--- config.mk ---
export PLATFORM = sky130hd
export DESIGN_NAME = adc_conv_sdo
export DESIGN_NICKNAME = d
export VERILOG_FILES = /design/src/rtl/acs_pkg.sv /design/src/rtl/acs_edge_sync.sv /design/src/rtl/acs_conv_timer.sv /design/src/rtl/acs_shift_out.sv /design/src/rtl/adc_conv_sdo.sv
export SDC_FILE = /design/constraint.sdc
export NUM_CORES = 1
export LEC_CHECK = 0
export ABC_AREA = 0
export ABC_CLOCK_PERIOD_IN_PS = 2700
export CORE_AREA = 2 2 60 62
export DETAILED_ROUTE_END_ITERATION = 8
export DIE_AREA = 0 0 62 64
export PLACE_DENSITY = 0.75
export SLEW_MARGIN = 25
export SYNTH_ARGS = -nofsm -noshare
export SYNTH_HDL_FRONTEND = slang
export SYNTH_SLANG_ARGS = --single-unit
--- constraint.sdc ---
create_clock -name clk -period 2.7 [get_ports clk]
set_input_delay 0.81 -clock clk [delete_from_list [all_inputs] [get_ports clk]]
set_output_delay 0.81 -clock clk [all_outputs]
set_load 0.02 [all_outputs]
--- src/rtl/acs_pkg.sv ---
package acs_pkg;

    typedef enum logic [0:0] {
        PH_ACQ  = 1'b0,
        PH_CONV = 1'b1
    } conv_phase_e;

    typedef struct packed {
        logic level;
        logic rise;
        logic fall;
    } pin_edge_t;

endpackage

--- src/rtl/acs_edge_sync.sv ---
module acs_edge_sync
    import acs_pkg::*;
#(
    parameter int STAGES = 2
) (
    input  logic      clk,
    input  logic      rst_n,
    input  logic      pin_i,
    output pin_edge_t edge_o
);

    typedef struct packed {
        logic [STAGES-1:0] chain;
        logic              prev;
    } sync_st_t;

    sync_st_t s_d, s_q;

    always_comb begin
        s_d = s_q;
        s_d.chain[0] = pin_i;
        for (int i = 1; i < STAGES; i++) begin
            s_d.chain[i] = s_q.chain[i-1];
        end
        s_d.prev = s_q.chain[STAGES-1];
    end

    always_ff @(posedge clk or negedge rst_n) begin
        if (!rst_n) s_q <= '0;
        else        s_q <= s_d;
    end

    assign edge_o.level = s_q.chain[STAGES-1];
    assign edge_o.rise  = s_q.chain[STAGES-1] & ~s_q.prev;
    assign edge_o.fall  = ~s_q.chain[STAGES-1] & s_q.prev;

endmodule

--- src/rtl/acs_conv_timer.sv ---
module acs_conv_timer
    import acs_pkg::*;
#(
    parameter int CONV_CYCLES = 40
) (
    input  logic clk,
    input  logic rst_n,
    input  logic start_i,
    output logic done_o
);

    localparam int CNT_W = (CONV_CYCLES > 1) ? $clog2(CONV_CYCLES) : 1;
    localparam logic [CNT_W-1:0] LAST = CNT_W'(CONV_CYCLES - 1);

    typedef struct packed {
        conv_phase_e      phase;
        logic [CNT_W-1:0] cnt;
        logic             done;
    } tmr_st_t;

    tmr_st_t t_d, t_q;

    always_comb begin
        t_d = t_q;
        if (start_i) begin
            t_d.phase = PH_CONV;
            t_d.cnt   = '0;
            t_d.done  = 1'b0;
        end else if (t_q.phase == PH_CONV) begin
            if (t_q.cnt == LAST) begin
                t_d.phase = PH_ACQ;
                t_d.cnt   = '0;
                t_d.done  = 1'b1;
            end else begin
                t_d.cnt = t_q.cnt + 1'b1;
            end
        end
    end

    always_ff @(posedge clk or negedge rst_n) begin
        if (!rst_n) t_q <= '{phase: PH_ACQ, cnt: '0, done: 1'b0};
        else        t_q <= t_d;
    end

    assign done_o = t_q.done;

    // a registered start clears the ready flag and enters conversion
    p_start_clears_r2: assert property (@(posedge clk) disable iff (!rst_n)
        start_i |=> (!t_q.done && t_q.phase == PH_CONV));

    // the count never passes the conversion length
    p_cnt_bound_r3: assert property (@(posedge clk) disable iff (!rst_n)
        (t_q.phase == PH_CONV) |-> (t_q.cnt <= LAST));

    // the last count step raises the ready flag
    p_done_on_last_r3: assert property (@(posedge clk) disable iff (!rst_n)
        (t_q.phase == PH_CONV && t_q.cnt == LAST && !start_i) |=> t_q.done);

endmodule

--- src/rtl/acs_shift_out.sv ---
module acs_shift_out
    import acs_pkg::*;
#(
    parameter int DATA_W = 16
) (
    input  logic              clk,
    input  logic              rst_n,
    input  pin_edge_t         cnv_i,
    input  pin_edge_t         sclk_i,
    input  logic              done_i,
    input  logic [DATA_W-1:0] sample_i,
    output logic              sdo_o,
    output logic              sdo_oe_o
);

    localparam int IDX_W = $clog2(DATA_W + 1);
    localparam logic [IDX_W-1:0] IDX_END = IDX_W'(DATA_W);

    typedef struct packed {
        logic [DATA_W-1:0] word;
        logic [IDX_W-1:0]  idx;
        logic              oe;
        logic              bit_v;
    } sh_st_t;

    sh_st_t s_d, s_q;
    logic [DATA_W-1:0] shifted;

    always_comb begin
        s_d = s_q;
        if (cnv_i.rise) begin
            s_d.word = sample_i;
        end
        if (cnv_i.level) begin
            s_d.idx = '0;
            s_d.oe  = 1'b0;
        end else begin
            s_d.oe = done_i;
            if (s_q.oe && sclk_i.fall && s_q.idx != IDX_END) begin
                s_d.idx = s_q.idx + 1'b1;
            end
        end
        shifted   = s_d.word << s_d.idx;
        s_d.bit_v = s_d.oe & shifted[DATA_W-1];
    end

    always_ff @(posedge clk or negedge rst_n) begin
        if (!rst_n) s_q <= '0;
        else        s_q <= s_d;
    end

    assign sdo_o    = s_q.bit_v;
    assign sdo_oe_o = s_q.oe;

    // convert line high releases the data line
    p_hiz_cnv_high_r10: assert property (@(posedge clk) disable iff (!rst_n)
        cnv_i.level |=> !s_q.oe);

    // no drive while the result is not ready
    p_no_drive_early_r8: assert property (@(posedge clk) disable iff (!rst_n)
        !done_i |=> !s_q.oe);

    // a convert fall with a ready result drives from the top bit
    p_msb_on_fall_r4: assert property (@(posedge clk) disable iff (!rst_n)
        (cnv_i.fall && done_i) |=> (s_q.oe && s_q.idx == '0));

    // one serial fall moves exactly one bit
    p_one_step_r5: assert property (@(posedge clk) disable iff (!rst_n)
        (s_q.oe && sclk_i.fall && !cnv_i.level && s_q.idx < IDX_END)
        |=> (s_q.idx == $past(s_q.idx) + 1'b1));

    // bit position saturates and the tail is low
    p_idx_bound_r6: assert property (@(posedge clk) disable iff (!rst_n)
        s_q.idx <= IDX_END);
    p_tail_low_r6: assert property (@(posedge clk) disable iff (!rst_n)
        (s_q.oe && s_q.idx == IDX_END) |-> !s_q.bit_v);

    // data holds while the serial clock is high or rising
    p_hold_high_r7: assert property (@(posedge clk) disable iff (!rst_n)
        (s_q.oe && sclk_i.level && !cnv_i.level) |=> $stable(s_q.bit_v));
    p_hold_rise_r7: assert property (@(posedge clk) disable iff (!rst_n)
        (s_q.oe && sclk_i.rise && !cnv_i.level) |=> $stable(s_q.bit_v));

    // serial falls while released do not move the position
    p_ignore_hiz_r11: assert property (@(posedge clk) disable iff (!rst_n)
        (!s_q.oe && !cnv_i.level) |=> (s_q.idx == $past(s_q.idx)));

endmodule

--- src/rtl/adc_conv_sdo.sv ---
module adc_conv_sdo
    import acs_pkg::*;
#(
    parameter int DATA_W      = 16,
    parameter int CONV_CYCLES = 40,
    parameter int SYNC_STAGES = 2
) (
    input  logic              clk,
    input  logic              rst_n,
    input  logic              cnv_i,
    input  logic              sclk_i,
    input  logic [DATA_W-1:0] sample_i,
    output logic              conv_done_o,
    output logic              sdo_o,
    output logic              sdo_oe_o
);

    pin_edge_t cnv_e;
    pin_edge_t sclk_e;
    logic      done_w;

    acs_edge_sync #(.STAGES(SYNC_STAGES)) u_cnv_sync (
        .clk    (clk),
        .rst_n  (rst_n),
        .pin_i  (cnv_i),
        .edge_o (cnv_e)
    );

    acs_edge_sync #(.STAGES(SYNC_STAGES)) u_sclk_sync (
        .clk    (clk),
        .rst_n  (rst_n),
        .pin_i  (sclk_i),
        .edge_o (sclk_e)
    );

    acs_conv_timer #(.CONV_CYCLES(CONV_CYCLES)) u_timer (
        .clk     (clk),
        .rst_n   (rst_n),
        .start_i (cnv_e.rise),
        .done_o  (done_w)
    );

    acs_shift_out #(.DATA_W(DATA_W)) u_shift (
        .clk      (clk),
        .rst_n    (rst_n),
        .cnv_i    (cnv_e),
        .sclk_i   (sclk_e),
        .done_i   (done_w),
        .sample_i (sample_i),
        .sdo_o    (sdo_o),
        .sdo_oe_o (sdo_oe_o)
    );

    assign conv_done_o = done_w;

    // quiet outputs straight after reset
    p_reset_quiet_r1: assert property (@(posedge clk)
        $rose(rst_n) |-> (!sdo_oe_o && !sdo_o && !conv_done_o));

endmodule

==> results of run 1 <==
-- power by group --
group | switching [mW] | leakage, nW | internal (mW)
Sequential | 0.0426 | 0.457 | 0.615
Combinational | 0.0612 | 0.405 | 0.0902
Clock | 0.169 | 0.0320 | 0.0991
-- path summary, 6_finish.rpt --
kind                                              start                               to  slack [ns]
min reg2reg                u_sclk_sync.s_d[2]$_DFF_PN0_  u_sclk_sync.edge_o[2]$_DFF_PN0_        0.36
min                        u_sclk_sync.s_d[2]$_DFF_PN0_  u_sclk_sync.edge_o[2]$_DFF_PN0_        0.36
max in group asynchronous                         rst_n         u_shift.s_q[8]$_DFF_PN0_        1.51
max reg2reg                    u_shift.s_q[2]$_DFF_PN0_          u_shift.sdo_o$_DFF_PN0_        0.21
min in group asynchronous                         rst_n      u_cnv_sync.s_d[2]$_DFF_PN0_        0.88
max                            u_shift.s_q[2]$_DFF_PN0_          u_shift.sdo_o$_DFF_PN0_        0.21
-- cells in the mapped netlist, types with 2 or more instances --
master	instances	area share (%)
inv_1	5	1.1
ha_1	3	2.2
a211oi_1	3	1.3
nand3_1	2	0.59
mux2i_1	4	2.4
nor2_1	9	2.0
nor2b_1	3	1.1
clkbuf_1	5	1.1
a311oi_1	2	1.0
o21ai_0	3	0.88
a21oi_1	5	1.5
and3_1	3	1.1
nand2_1	6	1.3
a22oi_1	2	0.88
a31oi_1	2	0.74
dfrtp_1	37	55
xor2_1	4	2.1
nand2b_1	3	1.1
o22ai_1	2	0.74
nor3_1	5	1.5
mux2_2	17	11
-- kinds of logic after synthesis --
| kind of cell | after synthesis | share of synthesized area, % |
|---|---|---|
| simple gates | 42 | 15.0 |
| flops | 37 | 54.5 |
| compound gates | 24 | 9.73 |
| mux | 21 | 13.6 |
| buf+inv | 11 | 2.87 |
| xor+xnor | 4 | 2.06 |
| fa+ha+maj | 3 | 2.21 |
-- registers in the layout, summed over array words and instances, names as in the netlist --
signal and cells:
u_cnv_sync.s_d 1, u_shift.s_q 21, u_cnv_sync.edge_o 1, u_shift.sdo_oe_o 1, u_timer.t_q 7, u_sclk_sync.s_d 1
u_shift.sdo_o 1, u_sclk_sync.s_q 1, u_timer.done_o 1, u_sclk_sync.edge_o 1, u_cnv_sync.s_q 1
-- metrics by stage --
stage / instances / cell area [sq um] / worst slack, ns
final: 214 / 2010 / 0.212
after global routing: 214 / 2010 / 0.0357
after CTS: 214 / 2010 / 0.223
after detailed placement: 206 / 1960 / 0.249
after global placement: 206 / 1960 / 0.377
after floorplan: 142 / 1700 / 0.499
-- metal layers --
metal / routed length [um] / up-vias
met5: 0 / -
met4: 53 / 0
met3: 122 / 7
met2: 1700 / 23
met1: 1250 / 572
li1: - / 559
-- cell type report --
class | instances | share of cell area (%)
timing repair buffer | 24 | 11.7
clock inverter | 2 | 0.497
inverter | 5 | 0.932
clock buffer | 6 | 2.05
sequential | 37 | 46.0
tap | 46 | 2.86
multi-input combinational | 94 | 36.0
-- worst max-delay path, delay by kind of cell (launching register included) --
kind	cells	cell delay, ns
flops	1	0.43
fa+ha+maj	1	0.20
buf+inv	1	0.06
compound gates	5	0.99
simple gates	2	0.69
==> impl_metrics.json, run 1 <==
{
  "hold_path.class": "reg -> reg",
  "p_leak_nw": 0.894,
  "routed-via-count": 1161,
  "synth_nets": 165,
  "most_frequent_cells_in_the_layout": "dfrtp_1 (37), clkdlybuf4s50_1 (22), mux2_2 (17)",
  "clk_path_buf_depth": 2,
  "synthesis.area_per_instance_sq_um": 12.0,
  "synth_async_sr_flop_share_pct": 100,
  "min_period_ns": 2.49,
  "worstMarginPinSlew_ns": 0.445,
  "final-hold-violation-count": 0,
  "top_usage_layer": "met2",
  "p_per_cell_area_nw_per_um2": 535,
  "worstPathMaxFanout": 8,
  "drv_cap": 0,
  "gr-usage-all-layers_pct": 18.8,
  "core_sq_um": 3280,
  "grt.overflow.total": 0,
  "dr.pass1.iters": 4,
  "worst_r2r_path_depth": 9,
  "run_status": "finished, final reports clean",
  "cts.repair.resized": 0,
  "cts-root-buf": "clkbuf_4",
  "timing.critical_path.cells": "inv_1 > ha_1 > nor4bb_4 > or4_4 > a21oi_2 > a21oi_1 > a22oi_1 > a211oi_1 > a311oi_1",
  "placement_rows": 21,
  "ys_types": 38,
  "io-pin-count": 23,
  "place_hpwl_um": 2290,
  "synth-warning-count": 0,
  "report.final.setup_viol": 0,
  "grt_antenna_before_repair": 0,
  "met2_usage_pct": 30.5,
  "port_buffers": 22,
  "timing.critical_path.from_type": "register",
  "drt_drc_violations_left": 0,
  "first_global_vias": 1243,
  "timing_worst_setup_path_type": "reg -> reg",
  "finalSetupTns_ns": 0,
  "detail_route.wirelength_um": 3120,
  "cp.arrival_ns": 2.73,
  "cts_sinks": 37,
  "via_per_inst": 5.43,
  "met3_usage_pct": 6.48,
  "final_layout_size_suffix_gt1_share_pct": 20.2,
  "die_w_um": 62,
  "nFillCells": 274,
  "ys_seq_area_share_pct": 54.5,
  "htree_num_levels": 2,
  "vdd_drop_max_uv": 317,
  "grt_first_pass_wirelength_um": 5450,
  "chipHeight_um": 64,
  "post_drt_wl_per_cell_um": 14.6,
  "clkLatencyLatePin_ns": 0.33,
  "synth_edf_count": 0,
  "tritoncts.num_buffers": 5,
  "rsz0062_at_grt": "no",
  "area_growth_syn_to_layout_pct": 18.6,
  "grtUsageMet1_pct": 22.6,
  "clk_pin_slew_ns": 0.10,
  "final_antenna_net_count": 0,
  "final_min_period_over_clock_period_pct": 92.2,
  "synthCells": 142,
  "multiInputGateArea_sq_um": 726,
  "final_max_slew_viol_count": 0,
  "num_antenna_cells": 0,
  "cts_setup_buffers": 0,
  "fin_worst_skew_ns": 0.00718,
  "final-seq-area_sq_um": 926,
  "grt_max_degree": 38,
  "endpoint_kind": "register",
  "predominant_post_synthesis_flop_cell": "dfrtp_1",
  "cp_slowest_cell": "or4_4",
  "total_power_after_layout_mw": 1.08,
  "slew-limit-headroom_pct": 70.3,
  "timing.hold.ws_ns": 0.364,
  "postSynthRegisterBits": 37,
  "postCtsHoldBufs": 0,
  "most_common_cell_after_layout_fill_and_taps_aside": "dfrtp_1",
  "cp.required_ns": 2.94,
  "drt_first_iter_violations": 39,
  "finish.net_count": 190,
  "netlist_area_sq_um": 1700,
  "hold_path_depth": 0,
  "critical_path.max_stage_delay_ns": 0.51,
  "postLayoutCoreUtil_pct": 61.3,
  "cts_tree": "built",
  "fmax_mhz": 402,
  "place.gp.congestion": 0.792,
  "initial_utilization_pct": 51.7,
  "dieArea_sq_um": 3970
}
Note: power is estimated with default switching activity, not from simulation.
==> inputs of run 2 (changes only) <==
--- a/config.mk
+++ b/config.mk
@@ -7,10 +7,11 @@
 export LEC_CHECK = 0
 export ABC_AREA = 0
 export ABC_CLOCK_PERIOD_IN_PS = 2700
+export CAP_MARGIN = 20
 export CORE_AREA = 2 2 60 62
 export DETAILED_ROUTE_END_ITERATION = 8
 export DIE_AREA = 0 0 62 64
-export PLACE_DENSITY = 0.75
+export PLACE_DENSITY = 0.72
 export SLEW_MARGIN = 25
 export SYNTH_ARGS = -nofsm -noshare
 export SYNTH_HDL_FRONTEND = slang
==> impl_metrics.json, run 2 (same netlist as run 1, synthesis figures left out) <==
{
  "registers.top_by_ff_count": "u_shift.s_q",
  "cts_setup_buffers": 0,
  "largest_reg_flops": 21,
  "cts_sinks": 37,
  "routed-via-count": 1207,
  "cts_tree": "built",
  "io-pin-count": 23,
  "port_buffers": 22,
  "final_layout_size_suffix_gt1_share_pct": 20.2,
  "fin_worst_skew_ns": 0.00650,
  "multiInputGateArea_sq_um": 726,
  "min_period_ns": 2.45,
  "initial_utilization_pct": 51.7,
  "worstMarginPinSlew_ns": 0.505,
  "grt_max_degree": 38,
  "drt_first_iter_violations": 78,
  "finish.net_count": 190,
  "detail_route.wirelength_um": 3290,
  "core_sq_um": 3280,
  "crit_buf_inv": 1,
  "first_global_vias": 1234,
  "cts-root-buf": "clkbuf_4",
  "cp_slowest_cell": "or4_4",
  "nFillCells": 295,
  "power_report.internal_total_uw": 804,
  "placed_inst_area_sq_um": 1960,
  "final_max_slew_viol_count": 0,
  "critical_path.max_stage_delay_ns": 0.51,
  "vdd_drop_max_uv": 344,
  "p_leak_nw": 0.894,
  "p_per_cell_area_nw_per_um2": 540,
  "final_design_area_no_fill_sq_um": 2010,
  "most_common_cell_after_layout_fill_and_taps_aside": "dfrtp_1",
  "clk_pin_slew_ns": 0.11,
  "timing_worst_setup_path_type": "reg -> reg",
  "die_w_um": 62,
  "final_antenna_net_count": 0,
  "chipHeight_um": 64,
  "timing.critical_path.from_type": "register",
  "dp_slack_ns": 0.311,
  "post_drt_wl_per_cell_um": 15.4,
  "htree_num_levels": 2,
  "clkLatencyLatePin_ns": 0.34,
  "cts.repair.resized": 0,
  "hold_path.class": "reg -> reg",
  "cp.arrival_ns": 2.71,
  "place.gp.congestion": 0.914,
  "grt.overflow.total": 0,
  "worstPathMaxFanout": 8,
  "place_hpwl_um": 2370,
  "p_seq_share_pct": 60.5,
  "post-route-worst-setup-slack_ns": 0.245,
  "postLayoutCoreUtil_pct": 61.3,
  "placement_rows": 21,
  "drt_drc_violations_left": 0,
  "grt_antenna_before_repair": 0,
  "finalSetupTns_ns": 0,
  "most_frequent_cells_in_the_layout": "dfrtp_1 (37), clkdlybuf4s50_1 (22), mux2_2 (17)",
  "cp_top_family": "compound AO/OA/AOI/OAI gates",
  "dieArea_sq_um": 3970,
  "timing.critical_path.cells": "inv_1 > ha_1 > nor4bb_4 > or4_4 > a21oi_2 > a21oi_1 > a22oi_1 > a211oi_1 > a311oi_1",
  "drv_cap": 0,
  "final-hold-violation-count": 0,
  "report.final.setup_viol": 0,
  "via_per_inst": 5.64,
  "dp.cells": 206,
  "slew-limit-headroom_pct": 66.0,
  "area_growth_syn_to_layout_pct": 18.6,
  "share_comb_of_total_power_pct": 14.0,
  "biggestRegsByFlops": "u_shift.s_q x21, u_timer.t_q x7",
  "final_cells": 214,
  "clk_path_buf_depth": 2,
  "endpoint_kind": "register",
  "net-switching-power_uw": 283,
  "gr-usage-all-layers_pct": 19.2,
  "grt_first_pass_wirelength_um": 5510,
  "dr.pass1.iters": 4,
  "cp.required_ns": 2.95,
  "clock_power_share_pct": 25.5,
  "postCtsHoldBufs": 0,
  "final_min_period_over_clock_period_pct": 90.9,
  "fmax_mhz": 407,
  "run_status": "finished, final reports clean",
  "rsz0062_at_grt": "no",
  "tritoncts.num_buffers": 5,
  "num_antenna_cells": 0,
  "sw_frac_of_total_pct": 26.1,
  "final-seq-area_sq_um": 926
}
run 2: final timing paths:
kind                                             endpoint  slack, ns  cells after the start                        start
max                               u_shift.sdo_o$_DFF_PN0_       0.25                      9     u_shift.s_q[2]$_DFF_PN0_
min                        u_cnv_sync.edge_o[2]$_DFF_PN0_       0.36                      0  u_cnv_sync.s_d[2]$_DFF_PN0_
max reg2reg                       u_shift.sdo_o$_DFF_PN0_       0.25                      9     u_shift.s_q[2]$_DFF_PN0_
min reg2reg                u_cnv_sync.edge_o[2]$_DFF_PN0_       0.36                      0  u_cnv_sync.s_d[2]$_DFF_PN0_
max in group asynchronous      u_timer.t_q[5]$_DFFE_PN0P_       1.50                      2                        rst_n
min in group asynchronous      u_timer.t_q[3]$_DFFE_PN0P_       0.87                      2                        rst_n
run 2: power groups by stage:
stage | logic, mW | clock network (mW) | registers [mW]
2_1_floorplan | 0.0989 | 0 | 0.654
3_3_place_gp | 0.147 | 0 | 0.666
3_5_place_dp | 0.155 | 0 | 0.668
4_1_cts | 0.156 | 0.287 | 0.658
5_1_grt | 0.172 | 0.317 | 0.667
6_report | 0.152 | 0.277 | 0.658
run 2: metal layers:
layer  part of all wire [%]  wire [um]  GRT usage, %
met2                     50       1640          30.1
met1                     44       1440          24.2
met4                    1.6         53          7.71
met3                    4.4        145          6.07
met5                      0          0             0
run 2: worst register-to-register path: stages (launching register included):
cell and delay [ns]:
dfrtp_1 0.44, inv_1 0.07, ha_1 0.19, nor4bb_4 0.18, or4_4 0.51, a21oi_2 0.35
a21oi_1 0.08, a22oi_1 0.22, a211oi_1 0.10, a311oi_1 0.24
run 2: area by class of cell:
class / count / share of cell area, %
Sequential cell: 37 / 46.0
Multi-Input combinational cell: 94 / 36.0
Timing Repair Buffer: 24 / 11.7
Tap cell: 46 / 2.86
Clock buffer: 6 / 2.05
Inverter: 5 / 0.932
Clock inverter: 2 / 0.497
run 2: stage by stage:
step	power, mW	hold WS, ns
6_report	1.09	0.359
5_1_grt	1.16	0.372
4_1_cts	1.10	0.362
3_5_place_dp	0.823	0.336
3_3_place_gp	0.813	0.337
2_1_floorplan	0.753	0.331
